--- config.mk ---
export PLATFORM = sky130hd
export DESIGN_NAME = trap_return_unit
export DESIGN_NICKNAME = d
export VERILOG_FILES = /design/src/rtl/trp_pkg.sv /design/src/rtl/trp_fault_check.sv /design/src/rtl/trp_sret_next.sv /design/src/rtl/trp_mret_next.sv /design/src/rtl/trap_return_unit.sv
export SDC_FILE = /design/constraint.sdc
export NUM_CORES = 1
export LEC_CHECK = 0
export BUFFER_PORTS_ARGS = -buffer_cell sky130_fd_sc_hd__buf_4
export CAP_MARGIN = 20
export CORE_UTILIZATION = 45
export CTS_BUF_LIST = sky130_fd_sc_hd__clkbuf_16
export CTS_CLUSTER_SIZE = 8
export DETAILED_ROUTE_END_ITERATION = 7
export PLACE_DENSITY = 0.81
export RECOVER_POWER = 50
export REMOVE_ABC_BUFFERS = 1
export SYNTH_ARGS = -nofsm -noshare
export SYNTH_HDL_FRONTEND = slang
export SYNTH_SLANG_ARGS = --single-unit
--- constraint.sdc ---
create_clock -name clk -period 1 [get_ports clk]
set_clock_uncertainty 0.1 [all_clocks]
set_input_delay 0.15 -clock clk [delete_from_list [all_inputs] [get_ports clk]]
set_output_delay 0.15 -clock clk [all_outputs]
set_load 0.01 [all_outputs]
--- src/rtl/trp_pkg.sv ---
package trp_pkg;
  localparam int STW = 12;
  localparam int HSW = 2;

  localparam int B_SIE   = 0;
  localparam int B_MIE   = 1;
  localparam int B_SPIE  = 2;
  localparam int B_MPIE  = 3;
  localparam int B_SPP   = 4;
  localparam int B_MPP   = 5;
  localparam int B_MPRV  = 7;
  localparam int B_MPV   = 8;
  localparam int B_TSR   = 9;
  localparam int B_SPELP = 10;
  localparam int B_MPELP = 11;

  localparam int H_SPV  = 0;
  localparam int H_VTSR = 1;

  localparam logic [1:0] PRIV_U = 2'd0;
  localparam logic [1:0] PRIV_S = 2'd1;
  localparam logic [1:0] PRIV_M = 2'd3;

  typedef enum logic [1:0] {
    CAUSE_ILLEGAL  = 2'd0,
    CAUSE_VIRT     = 2'd1,
    CAUSE_MISALIGN = 2'd2,
    CAUSE_ACCESS   = 2'd3
  } cause_e;
endpackage

--- src/rtl/trp_fault_check.sv ---
module trp_fault_check
  import trp_pkg::*;
(
  input  logic       is_mret,
  input  logic [1:0] priv,
  input  logic       virt,
  input  logic       tsr,
  input  logic       vtsr,
  input  logic [1:0] mpp,
  input  logic [1:0] pc_low,
  input  logic       has_cext,
  input  logic       pmp_empty,
  output logic       fault,
  output cause_e     cause
);
  always_comb begin
    fault = 1'b0;
    cause = CAUSE_ILLEGAL;
    if (is_mret) begin
      if (priv != PRIV_M) begin
        fault = 1'b1; cause = CAUSE_ILLEGAL;
      end else if (!has_cext && (pc_low != 2'b00)) begin
        fault = 1'b1; cause = CAUSE_MISALIGN;
      end else if (pmp_empty && (mpp != PRIV_M)) begin
        fault = 1'b1; cause = CAUSE_ACCESS;
      end
    end else begin
      if (priv == PRIV_U) begin
        fault = 1'b1; cause = CAUSE_ILLEGAL;
      end else if (!has_cext && (pc_low != 2'b00)) begin
        fault = 1'b1; cause = CAUSE_MISALIGN;
      end else if (tsr && (priv != PRIV_M)) begin
        fault = 1'b1; cause = CAUSE_ILLEGAL;
      end else if (virt && vtsr) begin
        fault = 1'b1; cause = CAUSE_VIRT;
      end
    end
  end
endmodule

--- src/rtl/trp_sret_next.sv ---
module trp_sret_next
  import trp_pkg::*;
(
  input  logic [STW-1:0] mst,
  input  logic [HSW-1:0] hst,
  input  logic           virt,
  input  logic           elp,
  input  logic           has_hyp,
  input  logic           new_spec,
  input  logic           cfi_en,
  output logic [STW-1:0] mst_nx,
  output logic [HSW-1:0] hst_nx,
  output logic [1:0]     priv_nx,
  output logic           virt_nx,
  output logic           elp_nx
);
  always_comb begin
    mst_nx          = mst;
    hst_nx          = hst;
    priv_nx         = {1'b0, mst[B_SPP]};
    virt_nx         = virt;
    mst_nx[B_SIE]   = mst[B_SPIE];
    mst_nx[B_SPIE]  = 1'b1;
    mst_nx[B_SPP]   = 1'b0;
    if (new_spec) mst_nx[B_MPRV] = 1'b0;
    if (has_hyp && !virt) begin
      virt_nx       = hst[H_SPV];
      hst_nx[H_SPV] = 1'b0;
    end
    elp_nx          = cfi_en ? mst[B_SPELP] : elp;
    mst_nx[B_SPELP] = 1'b0;
  end
endmodule

--- src/rtl/trp_mret_next.sv ---
module trp_mret_next
  import trp_pkg::*;
(
  input  logic [STW-1:0] mst,
  input  logic           elp,
  input  logic           has_umode,
  input  logic           new_spec,
  input  logic           cfi_en,
  output logic [STW-1:0] mst_nx,
  output logic [1:0]     priv_nx,
  output logic           virt_nx,
  output logic           elp_nx
);
  logic [1:0] old_mpp;
  logic       to_m;

  always_comb begin
    old_mpp = mst[B_MPP +: 2];
    to_m    = (old_mpp == PRIV_M);
    mst_nx  = mst;
    priv_nx = old_mpp;
    virt_nx = mst[B_MPV] && !to_m;
    mst_nx[B_MIE]      = mst[B_MPIE];
    mst_nx[B_MPIE]     = 1'b1;
    mst_nx[B_MPP +: 2] = has_umode ? PRIV_U : PRIV_M;
    mst_nx[B_MPV]      = 1'b0;
    if (new_spec && !to_m) mst_nx[B_MPRV] = 1'b0;
    elp_nx             = cfi_en ? mst[B_MPELP] : elp;
    mst_nx[B_MPELP]    = 1'b0;
  end
endmodule

--- src/rtl/trap_return_unit.sv ---
module trap_return_unit
  import trp_pkg::*;
#(
  parameter int XLEN = 64
) (
  input  logic            clk,
  input  logic            rst_n,
  input  logic            ret_valid,
  input  logic            ret_is_mret,
  input  logic [1:0]      cur_priv,
  input  logic            cur_virt,
  input  logic [11:0]     mst_in,
  input  logic [1:0]      hst_in,
  input  logic [XLEN-1:0] sepc,
  input  logic [XLEN-1:0] mepc,
  input  logic            elp_in,
  input  logic            has_cext,
  input  logic            has_umode,
  input  logic            has_hyp,
  input  logic            pmp_empty,
  input  logic            new_spec,
  input  logic            cfi_en,
  output logic            done,
  output logic            fault,
  output logic [1:0]      fault_cause,
  output logic [1:0]      priv_out,
  output logic            virt_out,
  output logic [11:0]     mst_out,
  output logic [1:0]      hst_out,
  output logic [XLEN-1:0] ret_pc,
  output logic            elp_out
);
  logic [XLEN-1:0] pc_sel;
  logic            flt_c;
  cause_e          cause_c;

  logic [STW-1:0]  s_mst, m_mst, mst_d, mst_q;
  logic [HSW-1:0]  s_hst, hst_d, hst_q;
  logic [1:0]      s_priv, m_priv, priv_d, priv_q;
  logic            s_virt, m_virt, virt_d, virt_q;
  logic            s_elp, m_elp, elp_d, elp_q;
  logic [XLEN-1:0] pc_d, pc_q;
  logic            done_q, flt_q;
  logic [1:0]      cause_q;

  assign pc_sel = ret_is_mret ? mepc : sepc;

  trp_fault_check u_chk (
    .is_mret   (ret_is_mret),
    .priv      (cur_priv),
    .virt      (cur_virt),
    .tsr       (mst_in[B_TSR]),
    .vtsr      (hst_in[H_VTSR]),
    .mpp       (mst_in[B_MPP +: 2]),
    .pc_low    (pc_sel[1:0]),
    .has_cext  (has_cext),
    .pmp_empty (pmp_empty),
    .fault     (flt_c),
    .cause     (cause_c)
  );

  trp_sret_next u_sret (
    .mst      (mst_in),
    .hst      (hst_in),
    .virt     (cur_virt),
    .elp      (elp_in),
    .has_hyp  (has_hyp),
    .new_spec (new_spec),
    .cfi_en   (cfi_en),
    .mst_nx   (s_mst),
    .hst_nx   (s_hst),
    .priv_nx  (s_priv),
    .virt_nx  (s_virt),
    .elp_nx   (s_elp)
  );

  trp_mret_next u_mret (
    .mst       (mst_in),
    .elp       (elp_in),
    .has_umode (has_umode),
    .new_spec  (new_spec),
    .cfi_en    (cfi_en),
    .mst_nx    (m_mst),
    .priv_nx   (m_priv),
    .virt_nx   (m_virt),
    .elp_nx    (m_elp)
  );

  always_comb begin
    if (flt_c) begin
      mst_d  = mst_in;
      hst_d  = hst_in;
      priv_d = cur_priv;
      virt_d = cur_virt;
      elp_d  = elp_in;
      pc_d   = '0;
    end else if (ret_is_mret) begin
      mst_d  = m_mst;
      hst_d  = hst_in;
      priv_d = m_priv;
      virt_d = m_virt;
      elp_d  = m_elp;
      pc_d   = pc_sel;
    end else begin
      mst_d  = s_mst;
      hst_d  = s_hst;
      priv_d = s_priv;
      virt_d = s_virt;
      elp_d  = s_elp;
      pc_d   = pc_sel;
    end
  end

  always_ff @(posedge clk or negedge rst_n) begin
    if (!rst_n) begin
      done_q <= 1'b0;
    end else begin
      done_q <= ret_valid;
    end
  end

  always_ff @(posedge clk or negedge rst_n) begin
    if (!rst_n) begin
      flt_q   <= 1'b0;
      cause_q <= 2'd0;
      mst_q   <= '0;
      hst_q   <= '0;
      priv_q  <= 2'd0;
      virt_q  <= 1'b0;
      elp_q   <= 1'b0;
      pc_q    <= '0;
    end else if (ret_valid) begin
      flt_q   <= flt_c;
      cause_q <= flt_c ? cause_c : 2'd0;
      mst_q   <= mst_d;
      hst_q   <= hst_d;
      priv_q  <= priv_d;
      virt_q  <= virt_d;
      elp_q   <= elp_d;
      pc_q    <= pc_d;
    end
  end

  assign done        = done_q;
  assign fault       = flt_q;
  assign fault_cause = cause_q;
  assign priv_out    = priv_q;
  assign virt_out    = virt_q;
  assign mst_out     = mst_q;
  assign hst_out     = hst_q;
  assign ret_pc      = pc_q;
  assign elp_out     = elp_q;

  AST_DONE_AFTER_REQ: assert property (@(posedge clk) disable iff (!rst_n)
    ret_valid |=> done);
  AST_HOLD_IDLE: assert property (@(posedge clk) disable iff (!rst_n)
    !ret_valid |=> $stable(mst_out) && $stable(priv_out));
  AST_MRET_LOW_PRIV: assert property (@(posedge clk) disable iff (!rst_n)
    ret_valid && ret_is_mret && cur_priv != PRIV_M |=> fault && fault_cause == 2'd0);
  AST_SRET_SPIE_SET: assert property (@(posedge clk) disable iff (!rst_n)
    ret_valid && !ret_is_mret |=> fault || (mst_out[B_SPIE] && !mst_out[B_SPP]));
  AST_MRET_MPV_CLR: assert property (@(posedge clk) disable iff (!rst_n)
    ret_valid && ret_is_mret |=> fault || (!mst_out[B_MPV] && mst_out[B_MPIE]));
  AST_NO_VIRT_IN_M: assert property (@(posedge clk) disable iff (!rst_n)
    done && !fault && priv_out == PRIV_M |-> !virt_out);
  AST_ELP_SAVED_CLR: assert property (@(posedge clk) disable iff (!rst_n)
    ret_valid |=> fault || (!mst_out[B_SPELP] || !mst_out[B_MPELP]));
  AST_FAULT_KEEPS: assert property (@(posedge clk) disable iff (!rst_n)
    ret_valid |=> !fault || (mst_out == $past(mst_in) && priv_out == $past(cur_priv)
                             && ret_pc == '0));
endmodule

==> impl_results.md <==
- Buf/Inv on CP: 1
- Rel. slew slack: between 70% and 80%
- Pwr Density: ~1200 nW/um^2
- RSZ-0062 raised after global routing: yes
- First-pass GRT wire length: roughly 24000 um
- Critical Path Source Type: primary input
- Sw Pwr: between 0.002 and 0.003 W
- Drt first-iter violations: ~190
- Fin nets: around 890
- Worst Hold Class: primary input to flip-flop
- Crit path kind: primary input to flip-flop
- Starting Density: a little under half
- Gate Count Post-Synth: approximately 400
- Register share of total power: between 30% and 40%
- Peak supply drop: ~770 uV
- Gr usage total: 31.73%
- Layout Utilization: 87.27%
- Worst-margin pin slew: approximately 0.44 ns
- Crit path max-delay cell type: a221o_1
- Yosys reg bits: 86
- Period utilisation layout: 134.5%
- Fraction of layout cells with a size suffix above 1: roughly three fifths
- TritonCTS buffer count: 9
- Hold Crit Start: mst_in[2]
- Post-synthesis cell type count: 29
- Final Max Slew Viols: 0
- Status: complete, but fails checks
- Worst r2r src: ret_pc[15]
- Worst setup path startpoint: mst_in[9]
- Via/cell ratio: around 5.5
- Design Area, Final: 8064 um^2
- CP peak stage delay: about 0.38 ns
- Achievable Freq: between 700 and 800 MHz
- Average wire per standard cell: ~20 um
- Top delay family on crit path: compound AO/OA/AOI/OAI gates
- WP data required: roughly 1.1 ns
- Worst-skew pair later-pin latency: roughly 0.33 ns
- Syn avg cell area: roughly 11 um^2
- Mapped Area: around 4300 um^2
- Vias in the first global route: 4940
- Sw frac: 27.48%
- Clock Power Share: 33.1%
- Final Hold Violating Endpoints: 0
- Area of the core: ~9200 um^2
- Die Ht: between 90 and 100 um
- I/O Pins: 242
- GRT Residual Overflow: 0
- H-Tree Depth: 3
- Largest net degree at the start of global routing: 46
- Placed cell area: ~6500 um^2
- Worst EP arrival: between 1 and 1.5 ns
- Total number of vias: around 4800
- Fill count: ~400
- Initial antenna violation count: 0
- Multi-input gate area: ~2200 um^2
- # clock sinks: 86
- Reg clk slew, reported paths: ~0.070 ns
- CP cell instances: buf_6, o21bai_4, a221o_1, a21o_4, a221oi_2, nor2_1
- Sequential area share after synthesis: 50.18%
- Die area: around 9900 um^2
- N_diodes: 0
- DP HPWL: 9500 um
- Gp weighted congestion: 0.8618
- IO buf count: roughly 240
- CTS tree: built
- Area delta synth->final: 88.01%
- Clk buf depth: 2
- Clock root buffer: clkbuf_16
- Total wire length: approximately 17000 um
- Failing checks: negative setup slack
- Min cycle time layout: about 1.3 ns
- Logic pwr share: around 28%
- # rows: 35
- Crit-path max FO: 6
- Width of the die: around 100 um
- Synth warn: 0
- Sequential cell area: around 2200 um^2
- Power Internal: roughly 0.0073 W
- Highest-count cells in the layout ignoring fill and taps: buf_4 (250), buf_6 (95), dfrtp_1 (86)
- Final setup vio count: ~170
- CP Capture Type: flip-flop
- Final worst slack: -0.3451 ns
- DRT antenna net count: 0
- Lkg Pwr: just over 4 nW
- Commonest non-fill, non-tap cell in the layout: buf_4
- Drt pass-1 iters: 4
- Drc violations: 0
- Max-cap violations: 0
routing by layer:
metal / vias up / wire [um] / track usage, %
met2: 277 / 8744 / 57.53
li1: 2109 / - / -
met4: 0 / 817 / 18.55
met1: 2330 / 6239 / 34.42
met3: 67 / 1051 / 6.184
met5: - / 0 / 0
cells in the mapped netlist, drive strengths merged:
library cell  count  area (um^2)
a22o             31        271.5
o21ai             5        25.02
a31oi             3        18.77
buf              14        98.84
a311oi            1        8.760
o31ai             1        7.510
a21bo             1        10.01
mux2             38        427.9
mux2i            31        310.3
nand2b            1        6.260
nand2            44        165.2
dfrtp            86         2152
inv               3        11.26
nand3             2        10.01
a221o             1        10.01
clkbuf           19        71.32
nor3              2        10.01
a21o              4        30.03
a211oi            1        12.51
a221oi            1        15.01
a21oi            11        58.81
o21bai            1        7.510
and2              1        6.260
o2bb2ai          43        376.6
nor2             44        167.7
final timing paths:
check | to | slack, ns | depth (start not counted)
max | priv_out[1] | -0.35 | 6
min | mst_out[2] | 0.03 | 3
max reg2reg | ret_pc[15] | -0.09 | 3
min reg2reg | ret_pc[37] | 0.41 | 1
max in group asynchronous | ret_pc[58] | 0.06 | 3
min in group asynchronous | ret_pc[24] | 0.38 | 3
flip-flops by register name (all words and copies together), names as in the netlist:
signal,cells
fault,1
priv_out,2
ret_pc,64
virt_out,1
fault_cause,2
elp_out,1
hst_out,2
mst_out,12
done,1
tightest hold or removal path, stage by stage:
cell	delay, ns
buf_4	0.10
nor2_1	0.05
a21oi_2	0.12
kinds of logic after synthesis:
logic type	count (synthesis)	share of synthesized area [%]
muxes	69	17.21
DFF	86	50.17
buffers and inverters	36	4.230
and+or+nand+nor	94	8.518
AOI/OAI and AO/OA	104	19.87
through the flow:
stage               setup slack (ns)  TNS [ns]  hold slack, ns  cells  power [W]
floorplan                     -1.306    -94.58         -0.2456    356   0.004630
global placement             -0.6214    -45.65         0.05197    759   0.005927
detailed placement           -0.6488    -48.32         0.05502    759   0.005994
CTS                          -0.2730    -24.50        0.001470    826   0.009723
global route                 -0.3625    -34.31         0.03188    863    0.01045
finish                       -0.3451    -30.15         0.02947    863    0.01007
final cells by class:
class | count | share of cell area [%]
timing repair buffer | 363 | 40.06
multi-input combinational | 267 | 27.51
clock buffer | 9 | 2.793
sequential | 86 | 26.69
clock inverter | 6 | 0.7913
inverter | 3 | 0.1552
tap | 129 | 2.002
power by group through the flow:
stage | Combinational, W | Sequential [W] | Clock (W)
2_1_floorplan | 0.000613 | 0.00402 | 0
3_3_place_gp | 0.00201 | 0.00391 | 0
3_5_place_dp | 0.00207 | 0.00392 | 0
4_1_cts | 0.00252 | 0.00390 | 0.00330
5_1_grt | 0.00298 | 0.00394 | 0.00353
6_report | 0.00282 | 0.00392 | 0.00333
what timing repair did:
item | in CTS | in global routing
hold buffers | 6 | 0
pin swaps | 13 | 4
gates cloned | 2 | 0
setup endpoints to repair | 165 | 165
endpoints found under the hold margin | 91 | 0
buffers inserted | 44 | 37
resized for setup | 114 | 27
No activity file was read; power rests on OpenSTA's default activity.
